[src/rtl/flash_seq_pkg.sv]
`timescale 1ns/1ps
package flash_seq_pkg;
  typedef enum logic [3:0] {
    OP_NONE = 4'd0, OP_READ = 4'd1, OP_CBREAD = 4'd2, OP_COLOUT = 4'd3,
    OP_PROG = 4'd4, OP_CBPROG = 4'd5, OP_ERASE = 4'd6, OP_STATUS = 4'd7,
    OP_RESET = 4'd8
  } op_e;

  typedef enum logic [3:0] {
    C_READ, C_RDGO, C_CBGO, C_COLSET, C_COLGO, C_PGSET, C_RELOC,
    C_NEXT, C_PGGO, C_ERSET, C_ERGO, C_STAT, C_RST, C_UNDEF
  } cmd_e;

  typedef enum logic [3:0] {
    S_IDLE, S_RD_ADR, S_RD_CNF, S_RD_OUT, S_CO_ADR, S_CO_CNF, S_PG_ADR,
    S_PG_DAT, S_PG_REL, S_PG_NXT, S_CB_WT, S_CB_ADR, S_CB_DAT, S_ER_ADR,
    S_ER_CNF
  } st_e;

  typedef enum logic [1:0] {AF_FULL, AF_COL, AF_ROW} afmt_e;
endpackage

[src/rtl/flash_seq_classify.sv]
`timescale 1ns/1ps
module flash_seq_classify
  import flash_seq_pkg::*;
(
  input  logic [7:0] byte_i,
  output cmd_e       cmd_o
);
  always_comb begin
    case (byte_i)
      8'h00:   cmd_o = C_READ;
      8'h30:   cmd_o = C_RDGO;
      8'h35:   cmd_o = C_CBGO;
      8'h05:   cmd_o = C_COLSET;
      8'hE0:   cmd_o = C_COLGO;
      8'h80:   cmd_o = C_PGSET;
      8'h85:   cmd_o = C_RELOC;
      8'h11:   cmd_o = C_NEXT;
      8'h10:   cmd_o = C_PGGO;
      8'h60:   cmd_o = C_ERSET;
      8'hD0:   cmd_o = C_ERGO;
      8'h70:   cmd_o = C_STAT;
      8'hFF:   cmd_o = C_RST;
      default: cmd_o = C_UNDEF;
    endcase
  end
endmodule

[src/rtl/flash_seq_addr.sv]
`timescale 1ns/1ps
module flash_seq_addr
  import flash_seq_pkg::*;
#(
  parameter int COL_W = 16,
  parameter int ROW_W = 16
) (
  input  logic             clk,
  input  logic             rst_n,
  input  logic             clr_i,
  input  logic             take_i,
  input  afmt_e            fmt_i,
  input  logic [7:0]       byte_i,
  output logic             last_o,
  output logic [COL_W-1:0] col_o,
  output logic [COL_W-1:0] col_nx_o,
  output logic [ROW_W-1:0] row_nx_o
);
  localparam int COL_CYC = COL_W / 8;
  localparam int ROW_CYC = ROW_W / 8;
  localparam int TOT     = COL_CYC + ROW_CYC;
  localparam int CNT_W   = $clog2(TOT + 1);

  logic [CNT_W-1:0] cnt_q;
  logic [COL_W-1:0] col_q;
  logic [ROW_W-1:0] row_q;
  int               need;

  always_comb begin
    case (fmt_i)
      AF_COL:  need = COL_CYC;
      AF_ROW:  need = ROW_CYC;
      default: need = TOT;
    endcase
    last_o = (cnt_q == CNT_W'(need - 1));
  end

  // splice the incoming byte into its field, low byte first
  always_comb begin
    col_nx_o = col_q;
    row_nx_o = row_q;
    for (int i = 0; i < COL_CYC; i++)
      if (take_i && fmt_i != AF_ROW && cnt_q == CNT_W'(i))
        col_nx_o[i*8 +: 8] = byte_i;
    for (int j = 0; j < ROW_CYC; j++)
      if (take_i && ((fmt_i == AF_FULL && cnt_q == CNT_W'(j + COL_CYC)) ||
                     (fmt_i == AF_ROW  && cnt_q == CNT_W'(j))))
        row_nx_o[j*8 +: 8] = byte_i;
  end

  always_ff @(posedge clk or negedge rst_n) begin
    if (!rst_n) begin
      cnt_q <= '0;
      col_q <= '0;
      row_q <= '0;
    end else begin
      if (clr_i)       cnt_q <= '0;
      else if (take_i) cnt_q <= cnt_q + 1'b1;
      col_q <= col_nx_o;
      row_q <= row_nx_o;
    end
  end

  assign col_o = col_q;
endmodule

[src/rtl/flash_seq_banks.sv]
`timescale 1ns/1ps
module flash_seq_banks #(
  parameter int NBANK  = 4,
  parameter int ROW_W  = 16,
  parameter int BANK_W = 2
) (
  input  logic                   clk,
  input  logic                   rst_n,
  input  logic                   clr_i,
  input  logic                   wr_i,
  input  logic [BANK_W-1:0]      sel_i,
  input  logic [ROW_W-1:0]       page_i,
  output logic [NBANK-1:0]       mask_o,
  output logic [NBANK*ROW_W-1:0] pages_o
);
  for (genvar g = 0; g < NBANK; g++) begin : g_slot
    logic             hit_q;
    logic [ROW_W-1:0] pg_q;
    always_ff @(posedge clk or negedge rst_n) begin
      if (!rst_n) begin
        hit_q <= 1'b0;
        pg_q  <= '0;
      end else if (clr_i) begin
        hit_q <= 1'b0;
      end else if (wr_i && sel_i == BANK_W'(g)) begin
        hit_q <= 1'b1;
        pg_q  <= page_i;   // a later page for the same bank wins
      end
    end
    assign mask_o[g] = hit_q;
    assign pages_o[g*ROW_W +: ROW_W] = pg_q;
  end
endmodule

[src/rtl/flash_seq_decoder.sv]
`timescale 1ns/1ps
module flash_seq_decoder
  import flash_seq_pkg::*;
#(
  parameter int NBANK = 4,
  parameter int COL_W = 16,
  parameter int ROW_W = 16,
  localparam int BANK_W = $clog2(NBANK)
) (
  input  logic                   clk,
  input  logic                   rst_n,
  input  logic                   wr_en,
  input  logic                   cle,
  input  logic                   ale,
  input  logic [7:0]             bus_d,
  input  logic                   done_i,
  output logic                   busy_o,
  output logic                   seq_err,
  output logic                   op_valid,
  output logic [3:0]             op_code,
  output logic [NBANK-1:0]       op_mask,
  output logic [COL_W-1:0]       op_col,
  output logic [NBANK*ROW_W-1:0] op_pages,
  output logic [COL_W-1:0]       op_dcol,
  output logic                   dat_valid,
  output logic [BANK_W-1:0]      dat_bank,
  output logic [COL_W-1:0]       dat_col,
  output logic [7:0]             dat_byte
);
  localparam int PAIR_BIT = BANK_W;   // pages N and N+4 share a block

  st_e   st_q, st_n;
  cmd_e  cmd;
  afmt_e fmt;
  op_e   ev_op;
  logic  ev_err, ev_dat;
  logic  a_clr, a_take, a_last;
  logic  b_clr, b_wr, b_erase;
  logic  p_load, p_inc, busy_set, busy_clr;
  logic  busy_q;
  logic  is_cmd, is_adr, is_dat, is_bad;
  logic [COL_W-1:0]  col_q, col_nx, ptr_q;
  logic [ROW_W-1:0]  row_nx, b_page;
  logic [BANK_W-1:0] cur_bank_q;
  logic [NBANK-1:0]  mask;

  flash_seq_classify u_cls (.byte_i(bus_d), .cmd_o(cmd));

  flash_seq_addr #(.COL_W(COL_W), .ROW_W(ROW_W)) u_adr (
    .clk(clk), .rst_n(rst_n), .clr_i(a_clr), .take_i(a_take), .fmt_i(fmt),
    .byte_i(bus_d), .last_o(a_last), .col_o(col_q), .col_nx_o(col_nx),
    .row_nx_o(row_nx)
  );

  assign b_page = b_erase ? (row_nx & ~(ROW_W'(1) << PAIR_BIT)) : row_nx;

  flash_seq_banks #(.NBANK(NBANK), .ROW_W(ROW_W), .BANK_W(BANK_W)) u_bnk (
    .clk(clk), .rst_n(rst_n), .clr_i(b_clr), .wr_i(b_wr),
    .sel_i(row_nx[BANK_W-1:0]), .page_i(b_page), .mask_o(mask),
    .pages_o(op_pages)
  );

  always_comb begin
    case (st_q)
      S_CO_ADR, S_PG_REL: fmt = AF_COL;
      S_ER_ADR:           fmt = AF_ROW;
      default:            fmt = AF_FULL;
    endcase
  end

  always_comb begin
    is_cmd = wr_en &  cle & ~ale;
    is_adr = wr_en &  ale & ~cle;
    is_dat = wr_en & ~cle & ~ale;
    is_bad = wr_en &  cle &  ale;
    st_n = st_q;  ev_op = OP_NONE;  ev_err = 1'b0;  ev_dat = 1'b0;
    a_clr = 1'b0; a_take = 1'b0; b_clr = 1'b0; b_wr = 1'b0; b_erase = 1'b0;
    p_load = 1'b0; p_inc = 1'b0; busy_set = 1'b0; busy_clr = 1'b0;
    if (is_bad) begin
      ev_err = 1'b1;
    end else if (is_cmd && cmd == C_STAT) begin
      ev_op = OP_STATUS;
    end else if (is_cmd && cmd == C_RST) begin
      ev_op = OP_RESET;  st_n = S_IDLE;  b_clr = 1'b1;  busy_clr = 1'b1;
    end else if (busy_q) begin
      ev_err = is_cmd | is_adr | is_dat;   // state held while busy
    end else if (is_cmd) begin
      case (cmd)
        C_READ:
          if (st_q == S_IDLE || st_q == S_RD_OUT) begin
            st_n = S_RD_ADR;  a_clr = 1'b1;  b_clr = 1'b1;
          end else ev_err = 1'b1;
        C_PGSET:
          if (st_q == S_IDLE || st_q == S_RD_OUT) begin
            st_n = S_PG_ADR;  a_clr = 1'b1;  b_clr = 1'b1;
          end else if (st_q == S_PG_NXT) begin
            st_n = S_PG_ADR;  a_clr = 1'b1;
          end else ev_err = 1'b1;
        C_ERSET:
          if (st_q == S_IDLE || st_q == S_RD_OUT) begin
            st_n = S_ER_ADR;  a_clr = 1'b1;  b_clr = 1'b1;
          end else ev_err = 1'b1;
        C_RDGO:
          if (st_q == S_RD_CNF) begin
            ev_op = OP_READ;  busy_set = 1'b1;  st_n = S_RD_OUT;
          end else ev_err = 1'b1;
        C_CBGO:
          if (st_q == S_RD_CNF) begin
            ev_op = OP_CBREAD;  busy_set = 1'b1;  st_n = S_CB_WT;
          end else ev_err = 1'b1;
        C_COLSET:
          if (st_q == S_RD_OUT) begin
            st_n = S_CO_ADR;  a_clr = 1'b1;
          end else ev_err = 1'b1;
        C_COLGO:
          if (st_q == S_CO_CNF) begin
            ev_op = OP_COLOUT;  st_n = S_RD_OUT;
          end else ev_err = 1'b1;
        C_RELOC:
          if (st_q == S_PG_DAT) begin
            st_n = S_PG_REL;  a_clr = 1'b1;
          end else if (st_q == S_CB_WT) begin
            st_n = S_CB_ADR;  a_clr = 1'b1;  b_clr = 1'b1;
          end else ev_err = 1'b1;
        C_NEXT:
          if (st_q == S_PG_DAT) st_n = S_PG_NXT;
          else ev_err = 1'b1;
        C_PGGO:
          if (st_q == S_PG_DAT || st_q == S_CB_DAT) begin
            ev_op = (st_q == S_PG_DAT) ? OP_PROG : OP_CBPROG;
            busy_set = 1'b1;  st_n = S_IDLE;
          end else ev_err = 1'b1;
        C_ERGO:
          if (st_q == S_ER_CNF) begin
            ev_op = OP_ERASE;  busy_set = 1'b1;  st_n = S_IDLE;
          end else ev_err = 1'b1;
        default: ev_err = 1'b1;
      endcase
    end else if (is_adr) begin
      case (st_q)
        S_RD_ADR, S_PG_ADR, S_CB_ADR, S_CO_ADR, S_PG_REL, S_ER_ADR: begin
          a_take = 1'b1;
          if (a_last) begin
            case (st_q)
              S_RD_ADR: begin st_n = S_RD_CNF; b_wr = 1'b1; end
              S_PG_ADR: begin st_n = S_PG_DAT; b_wr = 1'b1; p_load = 1'b1; end
              S_CB_ADR: begin st_n = S_CB_DAT; b_wr = 1'b1; p_load = 1'b1; end
              S_CO_ADR: st_n = S_CO_CNF;
              S_PG_REL: begin st_n = S_PG_DAT; p_load = 1'b1; end
              default:  begin st_n = S_ER_CNF; b_wr = 1'b1; b_erase = 1'b1; end
            endcase
          end
        end
        default: ev_err = 1'b1;
      endcase
    end else if (is_dat) begin
      if (st_q == S_PG_DAT || st_q == S_CB_DAT) begin
        ev_dat = 1'b1;  p_inc = 1'b1;
      end else ev_err = 1'b1;
    end
    if (ev_err && !busy_q) st_n = S_IDLE;
  end

  always_ff @(posedge clk or negedge rst_n) begin
    if (!rst_n) begin
      st_q       <= S_IDLE;
      busy_q     <= 1'b0;
      ptr_q      <= '0;
      cur_bank_q <= '0;
      seq_err    <= 1'b0;
      op_valid   <= 1'b0;
      op_code    <= '0;
      op_mask    <= '0;
      op_col     <= '0;
      op_dcol    <= '0;
      dat_valid  <= 1'b0;
      dat_bank   <= '0;
      dat_col    <= '0;
      dat_byte   <= '0;
    end else begin
      st_q <= st_n;
      if (busy_set)                busy_q <= 1'b1;
      else if (busy_clr || done_i) busy_q <= 1'b0;
      if (p_load)     ptr_q <= col_nx;
      else if (p_inc) ptr_q <= ptr_q + 1'b1;
      if (b_wr) cur_bank_q <= row_nx[BANK_W-1:0];
      seq_err   <= ev_err;
      op_valid  <= (ev_op != OP_NONE);
      op_code   <= ev_op;
      op_mask   <= (ev_op == OP_READ || ev_op == OP_CBREAD || ev_op == OP_PROG ||
                    ev_op == OP_CBPROG || ev_op == OP_ERASE) ? mask : '0;
      op_col    <= col_q;
      op_dcol   <= ptr_q;
      dat_valid <= ev_dat;
      dat_bank  <= cur_bank_q;
      dat_col   <= ptr_q;
      dat_byte  <= bus_d;
    end
  end

  assign busy_o = busy_q;
endmodule

[config.mk]
export PLATFORM = sky130hd
export DESIGN_NAME = flash_seq_decoder
export DESIGN_NICKNAME = d
export VERILOG_FILES = /design/src/rtl/flash_seq_pkg.sv /design/src/rtl/flash_seq_classify.sv /design/src/rtl/flash_seq_addr.sv /design/src/rtl/flash_seq_banks.sv /design/src/rtl/flash_seq_decoder.sv
export SDC_FILE = /design/constraint.sdc
export NUM_CORES = 1
export LEC_CHECK = 0
export BUFFER_PORTS_ARGS = -buffer_cell sky130_fd_sc_hd__buf_4
export CELL_PAD_IN_SITES_DETAIL_PLACEMENT = 1
export CELL_PAD_IN_SITES_GLOBAL_PLACEMENT = 2
export CORE_MARGIN = 3
export CORE_UTILIZATION = 30
export CTS_BUF_LIST = sky130_fd_sc_hd__clkbuf_8
export CTS_CLUSTER_SIZE = 28
export DETAILED_ROUTE_END_ITERATION = 16
export GPL_ROUTABILITY_DRIVEN = 0
export PLACE_DENSITY_LB_ADDON = 0.3
export SYNTH_ARGS = -nofsm -noshare
export SYNTH_HDL_FRONTEND = slang
export SYNTH_HIERARCHICAL = 1
export SYNTH_SLANG_ARGS = --single-unit
[constraint.sdc]
create_clock -name clk -period 3.7 [get_ports clk]
set_input_delay 0.555 -clock clk [delete_from_list [all_inputs] [get_ports clk]]
set_output_delay 0.555 -clock clk [all_outputs]
set_load 0.005 [all_outputs]
Yosys cells after proc, flatten, opt, wreduce, memory -nomap -nowiden --
Index checks and enable logic that the tools add are counted.
Word-level totals: bits in registers 179, input bits 14, output and inout bits 134, word-level logic and storage cells 315
Cells by class: $add $sub $neg 3, equal/unequal tests 68, mux-type cells 151, bitwise operators 12, reductions and logical operators 57
Operators with widths (number):
- two-way mux 4 bit | 26
- two-way mux 1 bit | 100
- case mux 4 bit (13 select lines) | 1
- equality test 4 bit, second input constant | 12
- inequality test 5 bit, second input constant | 9
- equality test 4 x 3 -> 1 bit, second input constant | 11
- case mux 4 bit (11 select lines) | 1
- equality test 8 bit, second input constant | 5
- two-way mux 16 bit | 2
- two-way mux 8 bit | 4
- two-way mux 3 bit | 8
- equality test 4 x 2 -> 1 bit, second input constant | 5
- AND reduction 18 bit | 1
- adder 16 x 1 -> 16 bit, second input constant | 1
- equality test 8 x 5 -> 1 bit, second input constant | 2
- equality test 8 x 6 -> 1 bit, second input constant | 2
- equality test 8 x 7 -> 1 bit, second input constant | 2
- logical AND 1 bit | 16
- case mux 4 bit (4 select lines) | 1
- nonzero test 4 bit | 4
- case mux 3 bit (5 select lines) | 1
- inequality test 14 x 1 -> 1 bit, second input constant | 1
- nonzero test 2 bit | 7
- equality test 4 x 1 -> 1 bit, second input constant | 3
- 32 further kinds | 66

Longest topological paths before layout --
depth after elaboration 19, mapped depth 19, mapped depth without buffers 13

Cells and area by module --
Netlist, hierarchy kept.
By module, submodules not included:
- flash_seq_decoder | instances 1, cells an instance 383, area each 3878.7 um^2, sequential area each 1901.8 um^2
- flash_seq_banks | instances 1, cells an instance 160, area each 2692.6 um^2, sequential area each 1701.6 um^2
- flash_seq_addr | instances 1, cells an instance 97, area each 1517.7 um^2, sequential area each 875.8 um^2
- flash_seq_classify | instances 1, cells an instance 44, area each 329.1 um^2, sequential area each 0.0 um^2

Least setup slack after synthesis --
OpenSTA, ideal clock, no wires.
kind input-to-reg, from input port bus_d[6], to register u_bnk.g_slot[0].pg_q[10], setup time 0.125 ns, arrival 3.909 ns, data required time 3.575 ns, path slack -0.334 ns, stages 18, path buffers 6, cell sequence buf_6 and3_1 or3_4 a31oi_4 inv_2 o221ai_2 buf_6 buf_2 buf_1 nand3_1 o2111a_1 o21ai_0 a2111o_1 a21oi_1 buf_6 nor4b_4 buf_6 mux2_4
Between the ends: cells in the longest elaborated chain, start to end 12, elaborated cells on any way between the ends 43, classes of those cells eq/ne (17); mux (15); bitwise (1); reduce/logical (10)
Ends and longest elaborated chain:
- start, declared | line flash_seq_decoder.sv:15 | input logic [7:0] bus_d,
- equality test 8 bit (tied with other cells) | line flash_seq_classify.sv:9 | case (byte_i)
- case mux 4 bit (13 select lines) (*) | line flash_seq_classify.sv:9
- net cmd[0] | line flash_seq_decoder.sv:33 | cmd_e cmd;
- equality test 4 bit (tied with other cells) | line flash_seq_decoder.sv:88 | case (cmd)
- OR reduction 3 bit (no line)
- case mux 1 bit (2 select lines) | line flash_seq_decoder.sv:88
- two-way mux 1 bit | line flash_seq_decoder.sv:87 | end else if (is_cmd) begin
- two-way mux 1 bit | line flash_seq_decoder.sv:85 | end else if (busy_q) begin
- two-way mux 1 bit | line flash_seq_decoder.sv:83 | end else if (is_cmd && cmd == C_RST) begin
- two-way mux 1 bit (*) | line flash_seq_decoder.sv:81 | end else if (is_cmd && cmd == C_STAT) begin
- two-way mux 1 bit (*) | line flash_seq_decoder.sv:79 | if (is_bad) begin
- net b_clr | line flash_seq_decoder.sv:38 | logic b_clr, b_wr, b_erase;
- inverter 1 bit (no line) (*)
- AND reduction 2 bit (no line) (*)
- end signal, assigned | line flash_seq_banks.sv:27 | pg_q <= page_i;
- end, declared | line flash_seq_banks.sv:18 | logic [ROW_W-1:0] pg_q;
Mark *: on every way through the listed nets, which the timed path passes. The rest lies on a longest branch. A chain may end at the register's enable or synchronous reset.

Final worst setup path --
from register st_q[2], to register u_bnk.g_slot[1].pg_q[4]
Between the ends: cells in the longest elaborated chain, start to end 18, elaborated cells on any way between the ends 55, classes of those cells add/sub (1); eq/ne (13); mux (28); bitwise (1); reduce/logical (12)
Ends and longest elaborated chain:
- start, declared | line flash_seq_decoder.sv:32 | st_e st_q, st_n;
- start signal, assigned | line flash_seq_decoder.sv:181 | st_q <= st_n;
- equality test 4 bit / equality test 4 x 3 -> 1 bit (equally long branches) | line flash_seq_decoder.sv:64 | case (st_q)
- OR reduction 2 bit (no line)
- case mux 2 bit (2 select lines) (*) | line flash_seq_decoder.sv:64
- net fmt[0] | line flash_seq_decoder.sv:34 | afmt_e fmt;
- equality test 2 x 1 -> 1 bit / equality test 2 bit (equally long branches) | line flash_seq_addr.sv:30, flash_seq_addr.sv:47
- OR reduction 2 bit (no line)
- two-way mux 3 bit | line flash_seq_addr.sv:30 | case (fmt_i)
- subtractor 3 x 1 -> 3 bit | line flash_seq_addr.sv:35 | last_o = (cnt_q == CNT_W'(need - 1));
- (+3 left out)
- two-way mux 1 bit | line flash_seq_decoder.sv:139 | end else if (is_adr) begin
- two-way mux 1 bit | line flash_seq_decoder.sv:87
- two-way mux 1 bit | line flash_seq_decoder.sv:85
- two-way mux 1 bit | line flash_seq_decoder.sv:83
- two-way mux 1 bit | line flash_seq_decoder.sv:81
- two-way mux 1 bit | line flash_seq_decoder.sv:79
- logical AND 1 bit | line flash_seq_banks.sv:25 | end else if (wr_i && sel_i == BANK_W'(g)) begin
- AND reduction 2 bit (no line)
- end signal, assigned | line flash_seq_banks.sv:27
- end, declared | line flash_seq_banks.sv:18
Marks and branches as above.

==> out/qor.yml <==
status:
  status: "complete, no violations"
pwr:
  p_sw_w: 0.00125
  switching_share_pct: 30.7
  leakagePower_nw: 5.34
  irDropWorstVdd_mv: 0.281
  powerDensity_nw_per_um2: 379
  clkPwrFrac_pct: 36.6
  pwr-share-seq_pct: 52.6
  total_power_w: 0.00406
  p_int_w: 0.00282
  pwr-share-comb_pct: 10.8
sta:
  max_freq_mhz: 283
  finalMaxSlewViolations: 0
  timing_hold_violations_final: 0
  setup_tns_ns: 0
  finalClockSkew_ns: 0.0227
  rsz0062_at_grt: "false"
  worstMarginPinSlew_ns: 0.809
  setup_viol: 0
  fin_crit_sh_pct: 95.3
  period_needed_ns: 3.53
  slew_headroom_pct: 45.6
layout:
  antennaDiodeCount: 0
  most-common-layout-cells: "228 x buf_4, 179 x dfrtp_1, 88 x mux2_2"
  layout_commonest_cell: "buf_4"
  num-nets-final: 895
  final_util_pct: 39.3
  final_area_um2: 10700
  syn_to_final_growth_pct: 27.3
  drive_gt1_share_pct: 44.7
  fill_cells: 2945
critical_path:
  endpoint_kind: "flip-flop"
  arrival_ns: 3.88
  cp_common_cell: "mux2_2"
  timing.rr.start: "st_q[2]"
  slowest_stage: "dfrtp_1"
  crit_chain: "nand2b_1 > a21oi_1 > inv_1 > ha_1 > a22o_1 > and3_4 > mux2_2 > buf_4 > and4bb_2 > mux2_2"
  cp_data_required_time_ns: 4.05
  reg2regPathDepth: 10
  r2r_slack_ns: 0.17
  reg2reg_to: "u_bnk/g_slot[1].pg_q[4]"
  crit_type: "reg2reg"
  slowest_delay_ns: 0.60
  critPathLaunchType: "flip-flop"
  critical_path.max_fanout: 16
route:
  vias: 6172
  antenna_left: 0
  routed_wirelength_um: 24300
  drt_iter0_drc: 365
  post_drt_wl_per_cell_um: 19.3
  drt_first_pass_iters: 4
  via_per_inst: 4.91
  drc: 0
yosys:
  yosys_warnings: 6
  synth_top_area_cell: "dfrtp_1"
  synth_top_area_share_pct: 53.2
  synth.distinct_cells: 85
  avgSynthCellArea_um2: 12.3
  synthCells: 684
  synth_edf_count: 0
  syn_nets: 706
  ys_ff_latch: 179
  synthTopCellsByArea: "dfrtp_1 53%, mux2_2 12%, buf_4 2.1%, mux2_4 2.1%, nor2_1 1.6%"
  syn-cell-area_um2: 8420
  synthArstFlopShare_pct: 100
  ys_seq_area_share_pct: 53.2
  synth_flop_cell: "dfrtp_1"
cts:
  clk_pin_slew_ns: 0.12
  clock-sinks: 179
  post_cts_buffers: 0
  cts_resized: 0
  htree_levels: 4
  cts_hold_buf: 0
  cts_root_buf: "clkbuf_8"
  ctsLongestPathBuffers: 2
  clock_latency_ns: 0.47
  cts_tree: "yes"
  cts_buffers: 17
floorplan:
  ios: 148
  row_count: 60
  dieArea_um2: 30100
  die_x_um: 174
  core_um2: 27300
  die_h_um: 174
  initial_core_util_pct: 30.9
grt:
  grt_pass1_vias: 6948
  grt.overflow.total: 0
  grt_max_degree: 79
  antenna_found_initial: 0
  grt.total_usage_pct: 16.3
  grt_pass1_wl_um: 39500
run:
  cap_violations: 0
placement:
  dpl.hpwl_um: 17800
  numPortBuffers: 147
  post_dp_cell_area_um2: 10300
hold_path:
  hold_path.class: "in2async"
-- critical path, delay by kind of cell, from the launching register on --
kind,cells,cell delay (ns)
fa+ha+maj,1,0.25
flops,1,0.60
compound gates,2,0.55
buf+inv,2,0.33
mux,2,0.68
simple gates,3,1.00
-- worst max-delay path by stage --
| stage | start | end | slack [ns] | cells past startpoint |
|---|---|---|---|---|
| after CTS | st_q[2] | u_bnk/g_slot[2].pg_q[5] | 0.22 | 10 |
| after global routing | bus_d[4] | u_bnk/g_slot[2].pg_q[5] | 0.04 | 14 |
| after detailed placement | bus_d[4] | u_bnk/g_slot[2].pg_q[12] | -0.26 | 16 |
| final | st_q[2] | u_bnk/g_slot[1].pg_q[4] | 0.17 | 10 |
| after global placement | bus_d[7] | u_bnk/g_slot[2].pg_q[6] | -0.15 | 13 |
| after floorplan | bus_d[6] | u_bnk/g_slot[2].pg_q[10] | -0.04 | 18 |
-- kinds of logic after synthesis --
kind of cell             synth area share (%)
AND/OR/NAND/NOR                          12.7
buffers and inverters                    5.95
adder cells (fa/ha/maj)                  1.19
flip-flops                               53.2
AO/OA/AOI/OAI                            9.97
multiplexers                             14.4
XOR/XNOR                                 2.60
-- per-layer routing --
metal / GRT usage (%) / up-vias / wire, µm
met5: 0 / - / 0
met2: 27.2 / 166 / 11700
met3: 3.53 / 25 / 1150
met4: 4.73 / 0 / 380
li1: - / 2822 / -
met1: 21.3 / 3159 / 11100
-- flip-flops by register name, summed over array words and instances, names as in the netlist, 3 cells and up --
register and count:
dat_byte 8, dat_col 16, op_code 4, op_col 16, op_mask 4, ptr_q 16
st_q 4, u_adr/cnt_q 3, u_adr/col_o 16, u_adr/row_q 16, u_bnk/g_slot.hit_q 4, u_bnk/g_slot.pg_q 64
-- power by group through the flow --
stage	sequential [W]	clock, W	combinational, W
final	0.00214	0.00149	0.000440
after global routing	0.00215	0.00161	0.000488
after CTS	0.00214	0.00153	0.000449
after detailed placement	0.00218	0	0.000445
after global placement	0.00217	0	0.000427
after floorplan	0.00215	0	0.000229
-- area by class of cell --
| type | instances | area, µm² | area share, % |
|---|---|---|---|
| tap | 372 | 465 | 4.34 |
| sequential | 179 | 4480 | 41.8 |
| timing repair buffer | 232 | 1780 | 16.6 |
| clock inverter | 15 | 211 | 1.97 |
| clock buffer | 17 | 234 | 2.18 |
| inverter | 21 | 78.8 | 0.735 |
| multi-input combinational | 422 | 3470 | 32.3 |
-- through the flow --
step                      setup slack (ns)  hold WS [ns]  instances
after floorplan                    -0.0374         0.259        684
final                                0.172        0.0942       1258
after CTS                            0.220        0.0992       1258
after global placement              -0.147         0.356       1226
after global routing                0.0373         0.104       1258
after detailed placement            -0.260         0.360       1226
-- synth_stat cells, drive strengths merged (9+ instances only) --
cell type / number
a211oi: 13
a21oi: 25
and3: 13
buf: 52
clkbuf: 10
dfrtp: 179
inv: 21
mux2: 100
nand2: 27
nand2b: 9
nand3: 18
nor2: 37
nor3: 9
o21ai: 12
xnor2: 12
xor2: 13
Power figures use the tool's default switching activity.
